## src/rtl/mdiv_pkg.sv

```systemverilog
package mdiv_pkg;
  typedef enum logic [1:0] {
    ST_IDLE  = 2'd0,
    ST_FIRST = 2'd1,
    ST_RUN   = 2'd2
  } mdiv_state_e;
endpackage

```

## src/rtl/mdiv_trial.sv

```systemverilog
// Trial subtraction: the sign of (minuend - divisor) decides the quotient bit.
module mdiv_trial #(
  parameter int RW = 25,
  parameter int YW = 24
) (
  input  logic [RW-1:0] minuend,
  input  logic [YW-1:0] divisor,
  output logic [RW-1:0] diff,
  output logic          nonneg
);
  logic [RW:0] full;

  assign full   = {1'b0, minuend} - {{(RW + 1 - YW){1'b0}}, divisor};
  assign diff   = full[RW-1:0];
  assign nonneg = ~full[RW];
endmodule

```

## src/rtl/mdiv_expo.sv

```systemverilog
// Result exponent, one bit wider than the operands, with normalization adjust.
module mdiv_expo #(
  parameter int EXP_W = 8
) (
  input  logic signed [EXP_W-1:0] ea,
  input  logic signed [EXP_W-1:0] eb,
  input  logic                    lshift,
  output logic signed [EXP_W:0]   eq
);
  logic signed [EXP_W:0] ea_x;
  logic signed [EXP_W:0] eb_x;
  logic signed [EXP_W:0] adj;

  assign ea_x = EXP_W'(0) + ea;
  assign eb_x = EXP_W'(0) + eb;
  assign adj  = $signed({{EXP_W{1'b0}}, lshift});
  assign eq   = ea_x - eb_x - adj;
endmodule

```

## src/rtl/mdiv_ctrl.sv

```systemverilog
// Sequencer: load edge, first (normalizing) step, then QUOT_W-1 plain steps.
module mdiv_ctrl
  import mdiv_pkg::*;
#(
  parameter int QUOT_W = 26
) (
  input  logic clk,
  input  logic rst_n,
  input  logic start,
  output logic load,
  output logic first,
  output logic step,
  output logic last,
  output logic busy,
  output logic done
);
  localparam int CNT_W = $clog2(QUOT_W);

  mdiv_state_e      state_q;
  logic [CNT_W-1:0] cnt_q;

  assign load  = (state_q == ST_IDLE) && start;
  assign first = (state_q == ST_FIRST);
  assign step  = (state_q == ST_RUN);
  assign last  = step && (cnt_q == '0);
  assign busy  = (state_q != ST_IDLE);

  always_ff @(posedge clk or negedge rst_n) begin
    if (!rst_n) begin
      state_q <= ST_IDLE;
      cnt_q   <= '0;
      done    <= 1'b0;
    end else begin
      done <= last;
      unique case (state_q)
        ST_IDLE:  if (start) state_q <= ST_FIRST;
        ST_FIRST: begin
          state_q <= ST_RUN;
          cnt_q   <= CNT_W'(QUOT_W - 2);
        end
        ST_RUN: begin
          if (cnt_q == '0) state_q <= ST_IDLE;
          else             cnt_q   <= cnt_q - 1'b1;
        end
        default: state_q <= ST_IDLE;
      endcase
    end
  end

  AST_DONE_ONE_CYCLE: assert property (@(posedge clk) disable iff (!rst_n)
    done |=> !done);
  AST_DONE_NOT_BUSY: assert property (@(posedge clk) disable iff (!rst_n)
    done |-> !busy);
  AST_START_IGNORED_BUSY: assert property (@(posedge clk) disable iff (!rst_n)
    (step && !last) |=> busy && !first);
endmodule

```

## src/rtl/mant_div_seq.sv

```systemverilog
module mant_div_seq #(
  parameter int MANT_W = 24,
  parameter int EXP_W  = 8,
  parameter int QUOT_W = MANT_W + 2
) (
  input  logic                    clk,
  input  logic                    rst_n,
  input  logic                    start,
  input  logic [MANT_W-1:0]       a_sig,
  input  logic [MANT_W-1:0]       b_sig,
  input  logic signed [EXP_W-1:0] a_exp,
  input  logic signed [EXP_W-1:0] b_exp,
  output logic                    busy,
  output logic                    done,
  output logic [QUOT_W-1:0]       q_sig,
  output logic signed [EXP_W:0]   q_exp,
  output logic                    sticky
);
  // Remainder holds values below 4.0 after a shift: one bit above the significand.
  localparam int RW = MANT_W + 1;

  logic load, first, step, last;

  logic [RW-1:0]           rem_q, rem_shl, rem_nxt;
  logic [MANT_W-1:0]       div_q;
  logic signed [EXP_W-1:0] ea_q, eb_q;
  logic signed [EXP_W:0]   exp_calc;
  logic [RW-1:0]           d_dir, d_shf;
  logic                    nn_dir, nn_shf;

  mdiv_ctrl #(.QUOT_W(QUOT_W)) u_ctrl (
    .clk   (clk),
    .rst_n (rst_n),
    .start (start),
    .load  (load),
    .first (first),
    .step  (step),
    .last  (last),
    .busy  (busy),
    .done  (done)
  );

  assign rem_shl = {rem_q[RW-2:0], 1'b0};

  // Unshifted trial: X - Y, only meaningful in the first step.
  mdiv_trial #(.RW(RW), .YW(MANT_W)) u_trial_dir (
    .minuend (rem_q),
    .divisor (div_q),
    .diff    (d_dir),
    .nonneg  (nn_dir)
  );

  // Shifted trial: 2R - Y, every later step and the X < Y first step.
  mdiv_trial #(.RW(RW), .YW(MANT_W)) u_trial_shf (
    .minuend (rem_shl),
    .divisor (div_q),
    .diff    (d_shf),
    .nonneg  (nn_shf)
  );

  mdiv_expo #(.EXP_W(EXP_W)) u_expo (
    .ea     (ea_q),
    .eb     (eb_q),
    .lshift (~nn_dir),
    .eq     (exp_calc)
  );

  always_comb begin
    rem_nxt = rem_q;
    if (first)     rem_nxt = nn_dir ? d_dir : d_shf;
    else if (step) rem_nxt = nn_shf ? d_shf : rem_shl;
  end

  always_ff @(posedge clk or negedge rst_n) begin
    if (!rst_n) begin
      rem_q  <= '0;
      div_q  <= '0;
      ea_q   <= '0;
      eb_q   <= '0;
      q_sig  <= '0;
      q_exp  <= '0;
      sticky <= 1'b0;
    end else begin
      if (load) begin
        rem_q <= {1'b0, a_sig};
        div_q <= b_sig;
        ea_q  <= a_exp;
        eb_q  <= b_exp;
      end else begin
        rem_q <= rem_nxt;
      end
      if (first) begin
        q_sig <= QUOT_W'(1);
        q_exp <= exp_calc;
      end else if (step) begin
        q_sig <= {q_sig[QUOT_W-2:0], nn_shf};
      end
      if (last) sticky <= |rem_nxt;
    end
  end

  AST_SIG_NORMALIZED: assert property (@(posedge clk) disable iff (!rst_n)
    load |-> (a_sig[MANT_W-1] && b_sig[MANT_W-1]));
  AST_FIRST_SHIFTED_FITS: assert property (@(posedge clk) disable iff (!rst_n)
    (first && !nn_dir) |-> nn_shf);
  AST_REM_BELOW_DIVISOR: assert property (@(posedge clk) disable iff (!rst_n)
    step |-> (rem_q < {1'b0, div_q}));
  AST_LEAD_ONE: assert property (@(posedge clk) disable iff (!rst_n)
    done |-> q_sig[QUOT_W-1]);
  AST_RESULT_HOLD: assert property (@(posedge clk) disable iff (!rst_n)
    (!busy && !start) |=> ($stable(q_sig) && $stable(q_exp) && $stable(sticky)));
endmodule

```

## config.mk

```make
export PLATFORM = sky130hd
export DESIGN_NAME = mant_div_seq
export DESIGN_NICKNAME = d
export VERILOG_FILES = /design/src/rtl/mdiv_pkg.sv /design/src/rtl/mdiv_trial.sv /design/src/rtl/mdiv_expo.sv /design/src/rtl/mdiv_ctrl.sv /design/src/rtl/mant_div_seq.sv
export SDC_FILE = /design/constraint.sdc
export NUM_CORES = 1
export LEC_CHECK = 0
export BUFFER_PORTS_ARGS = -buffer_cell sky130_fd_sc_hd__buf_2
export CELL_PAD_IN_SITES_DETAIL_PLACEMENT = 0
export CELL_PAD_IN_SITES_GLOBAL_PLACEMENT = 2
export CORE_UTILIZATION = 35
export CTS_CLUSTER_DIAMETER = 120
export DETAILED_ROUTE_END_ITERATION = 10
export PLACE_DENSITY = 0.78
export SETUP_SLACK_MARGIN = 0.02
export SKIP_CTS_REPAIR_TIMING = 1
export SLEW_MARGIN = 10
export SYNTH_ARGS = -nofsm -noshare
export SYNTH_HDL_FRONTEND = slang
export SYNTH_SLANG_ARGS = --single-unit
export TNS_END_PERCENT = 10
```

## constraint.sdc

```tcl
create_clock -name clk -period 5.53 [get_ports clk]
set_clock_uncertainty 0.05 [all_clocks]
set_input_delay 0.8295 -clock clk [delete_from_list [all_inputs] [get_ports clk]]
set_output_delay 0.8295 -clock clk [all_outputs]
set_load 0.005 [all_outputs]
```

**Word level (Yosys, flattened, before mapping)**

Index checks and enable logic that the tools add are counted.

- Add/sub/neg operators: 5
- $mul: 0
- Divide/modulo/power cells: 0
- $lt $le $gt $ge: 0
- Eq/ne operators: 5
- Shift-type cells: 0
- Muxes and demuxes: 12
- Bitwise logic cells: 1
- Reductions and logical operators: 9

Operator list:

| kind | number |
|---|---|
| $mux W25 | 5 |
| $mux W26 | 2 |
| $sub A25 B24 Y26 | 2 |
| $reduce_or A25 Y1 | 1 |
| $pmux W5 S2 | 1 |
| $sub A8 B8 Y9 | 1 |
| $sub A9 B2 Y9 | 1 |
| $ne A2 B2 Y1 const B | 3 |
| $pmux W2 S3 | 1 |
| $logic_not A5 Y1 | 1 |
| $mux W5 | 1 |
| $sub A5 B1 Y5 const B | 1 |
| $mux W2 | 2 |
| $reduce_and A2 Y1 | 2 |
| $reduce_bool A2 Y1 | 2 |
| $eq A2 B1 Y1 const B | 1 |
| $eq A2 B2 Y1 const B | 1 |
| $logic_and A1 B1 Y1 | 2 |
| $logic_not A2 Y1 | 1 |
| $not A1 Y1 | 1 |

- Register bits after elaboration: 109
- Latch bits: 0
- Memory bits (writable): 0
- Memory bits (read-only): 0
- Input bits: 67
- Word-level logic and storage cells: 42
- Memories: 0

**Depth between registers and ports, before layout**

- Depth after elaboration: 5
- Mapped depth: 23

**Hierarchy**

Synthesis repeated with hierarchy kept, for this count alone.

- Cells, all modules: 970
- Area total of the unflattened synthesis: 8777.2 um2

Modules (own cells, without submodules):

| module | times used | cells each | area each (um2) | seq. area each (um2) |
|---|---|---|---|---|
| mant_div_seq | 1 | 406 | 4827.1 | 2527.4 |
| mdiv_trial at u_trial_dir | 1 | 235 | 1556.5 | 0.0 |
| mdiv_trial at u_trial_shf | 1 | 216 | 1455.1 | 0.0 |
| mdiv_expo | 1 | 76 | 554.3 | 0.0 |
| mdiv_ctrl | 1 | 37 | 384.1 | 200.2 |

**Worst setup path before layout**

Ideal clock, no wire load.

- Path kind: register -> register
- From: register rem_q[18]
- To: register q_exp[8]
- Arrival: 4.214 ns
- Setup slack: 1.126 ns
- Cell stages (with the launch flop): 23
- Buffers on the path: 2
- Period minus slack after synthesis: 4.404 ns
- Cells stage by stage: dfrtp_1 > ha_1 > a21o_1 > a31oi_1 > o21ai_0 > a211o_1 > a31oi_2 > inv_2 > buf_2 > buf_2 > fa_1 > inv_1 > ha_1 > nor2_1 > fa_1 > nand2_1 > a21oi_1 > o21bai_1 > a21oi_1 > o21bai_1 > a21oi_1 > xnor2_1 > a21oi_1

- Word-level cells in the longest chain between the ends: 2

Ends and longest elaborated chain:

| item | line | source |
|---|---|---|
| start: declaration | mant_div_seq.sv:24 | `logic [RW-1:0] rem_q, rem_shl, rem_nxt;` |
| start signal: assignment | mant_div_seq.sv:85 | `rem_q <= {1'b0, a_sig};` |
| start signal: assignment | mant_div_seq.sv:90 | `rem_q <= rem_nxt;` |
| $sub A25 B24 Y26 | mdiv_trial.sv:13 | `assign full = {1'b0, minuend} - {{(RW + 1 - YW){1'b0}}, divisor};` |
| $sub A9 B2 Y9 | mdiv_expo.sv:17 | `assign eq = ea_x - eb_x - adj;` |
| end signal: assignment | mant_div_seq.sv:94 | `q_exp <= exp_calc;` |
| end: declaration | mant_div_seq.sv:16 | `output logic signed [EXP_W:0] q_exp,` |

Every way passes these cells.
A chain may end at the register's enable or synchronous reset.

**Worst setup path after layout**

- From: register rem_q[4]
- To: register q_exp[8]

The elaborated chain is that of the path after synthesis.

==> results_dict.tcl <==
set metrics [dict create \
    syn_nets 1165 \
    cts_tree "built" \
    antenna_cells 0 \
    drive_above_1_share_pct 16.4 \
    final_cell_mix "161 x nand2_1, 109 x dfrtp_1, 103 x buf_2, 94 x nor2_1, 83 x o21ai_0" \
    nets 1251 \
    crit_type "flip-flop to flip-flop" \
    cts-buffers-inserted 9 \
    synthArstFlopShare_pct 100 \
    synth_seq_area_share_pct 32.8 \
    wl_per_cell_microns 18.2 \
    cts_sinks 109 \
    ys_seq_elements 109 \
    hpwl_microns 19300 \
    fmax_mhz 226 \
    endpoint_kind "flip-flop" \
    hold_path_class "input pin to async pin" \
    rsz0062_at_grt "false" \
    clkTransAtPathRegs_ns 0.09 \
    start_util_pct 35.5 \
    area_delta_synth_final_pct 13.8 \
    syn-instance-count 1027 \
    worstPathMaxFanout 5 \
    first_iter_violations 486 \
    placementRows 56 \
    fp.dieW_microns 156 \
    die_h_microns 156 \
    core_sq_um 23400 \
    ant_nets 0 \
    syn_area_sq_um 8310 \
    yosysWarnings 0 \
    io_buffer_count 104 \
    setup_viol 0 \
    grt_pass1_wl_microns 41000 \
    insertion_delay_ns 0.37 \
    die_area_sq_um 24400 \
    htreeDepth 3 \
    grt_max_degree 64 \
    dr_total_vias 7637 \
    start_kind "flip-flop" \
    final_common_cell "nand2_1" \
    gp_congestion 0.849 \
    tightestPinTransition_ns 0.750 \
    antenna_found_initial 1 \
    cp.required_ns 5.71 \
    yosysUniqueCellTypes 73 \
    io_pins 105 \
    overflow 0 \
    fin_setup_tns_ns 0 \
    grt_usage_pct 21.9 \
    viasPerCell 5.31 \
    cts_buffer_depth 2 \
    maxCapViolCount 0 \
    avgSynthCellArea_sq_um 8.09 \
    synthFlopType "dfrtp_1" \
    slew_headroom_pct 49.4 \
    layout_min_cycle_time_ns 4.43 \
    slew_viol_final 0 \
    drc_errors 0 \
    grt_pass1_vias 7305 \
    dr.pass1.iters 5 \
    synth_enable_flop_cells 0 \
    outcome "complete, no violations" \
    finalCritPeriodShare_pct 80.1 \
    arrival_ns 4.61 \
    routed_wl_microns 26200 \
    hold_viol 0 \
    cts_root_buf "clkbuf_16" \
]
[per-stage QoR]
| stage | setup WS [ns] | instances | cell area (sq um) | util (%) | hold WS, ns |
|---|---|---|---|---|---|
| 3_3_place_gp | 1.12 | 1421 | 9160 | 39.2 | 0.413 |
| 4_1_cts | 1.10 | 1437 | 9460 | 40.4 | 0.436 |
| 2_1_floorplan | 1.13 | 1027 | 8310 | - | 0.400 |
| 5_1_grt | 0.684 | 1437 | 9460 | 40.4 | 0.452 |
| 6_report | 1.10 | 1437 | 9460 | 40.4 | 0.410 |
| 3_5_place_dp | 1.12 | 1421 | 9160 | 39.2 | 0.418 |
[per-layer routing]
metal	global-route usage (%)	share of wire [%]	wire length [microns]	up-vias
met3	2.19	3.5	907	23
met4	6.12	1.6	417	2
met2	34.3	45	11800	172
li1	-	-	-	3791
met5	0	0.050	13	-
met1	31.9	50	13000	3649
[kinds of logic (layout without fill, tap and decap cells)]
kind of cell	after synthesis	count (layout)	share of synthesized area (%)
mux	16	16	2.08
flops	109	109	32.8
buf+inv	109	200	5.18
simple gates	371	371	20.2
fa+ha+maj	71	71	11.0
xor+xnor	50	50	5.27
compound gates	301	301	23.4
[synth_stat cells, types with 9 or more instances]
| library cell | number | area [sq um] |
|---|---|---|
| nor3_1 | 12 | 60.1 |
| mux2_2 | 10 | 113 |
| o21ai_0 | 83 | 415 |
| a31oi_1 | 18 | 113 |
| nand3_1 | 17 | 85.1 |
| o21a_1 | 9 | 67.6 |
| xor2_1 | 17 | 149 |
| a21o_1 | 19 | 143 |
| ha_1 | 67 | 838 |
| nor2_1 | 94 | 353 |
| clkbuf_1 | 30 | 113 |
| o211ai_1 | 12 | 90.1 |
| xnor2_1 | 33 | 289 |
| a21oi_1 | 73 | 365 |
| inv_1 | 64 | 240 |
| nor2b_1 | 42 | 263 |
| a31o_2 | 27 | 236 |
| dfrtp_1 | 109 | 2730 |
| nand2_1 | 161 | 604 |
[worst max-delay path, cell delays in order, from the launching register on]
cell and delay, ns:
dfrtp_1 0.43, ha_1 0.38, a21o_1 0.20, a31o_2 0.23
nor3_1 0.38, o21ai_2 0.18, a31oi_2 0.27, inv_2 0.08
fa_1 0.51, inv_1 0.05, ha_1 0.18, nor2_1 0.11
fa_1 0.21, nand2_1 0.06, a21oi_1 0.21, o21bai_1 0.08
a21oi_1 0.21, o21bai_1 0.09, a21oi_1 0.17, xnor2_1 0.13
a21oi_1 0.08
[final timing paths]
path / start / to / slack (ns) / cells past startpoint
max: rem_q[4] / q_exp[8] / 1.10 / 20
min: rst_n / rem_q[13] / 0.41 / 1
max reg2reg: rem_q[4] / q_exp[8] / 1.10 / 20
min reg2reg: eb_q[5] / eb_q[5] / 0.43 / 2
max in group asynchronous: rst_n / div_q[1] / 4.06 / 2
min in group clk: eb_q[5] / eb_q[5] / 0.43 / 2
[registers in the layout, indices dropped and copies added (netlist names)]
register	cells
sticky	1
eb_q	8
div_q	24
u_ctrl.state_q	2
u_ctrl.done	1
q_sig	26
u_ctrl.cnt_q	5
ea_q	8
rem_q	25
q_exp	9
[area by class of cell]
type / count / area, sq um
Tap cell: 319 / 399
Clock inverter: 7 / 72.6
Multi-Input combinational cell: 809 / 5160
Inverter: 66 / 248
Sequential cell: 109 / 2730
Timing Repair Buffer: 118 / 628
Clock buffer: 9 / 225
Fill cell: 2505 / 13900
Power is left out: the tool's default activity adds up to more than one toggle a clock period on the data nets, which glitch-free logic cannot reach.
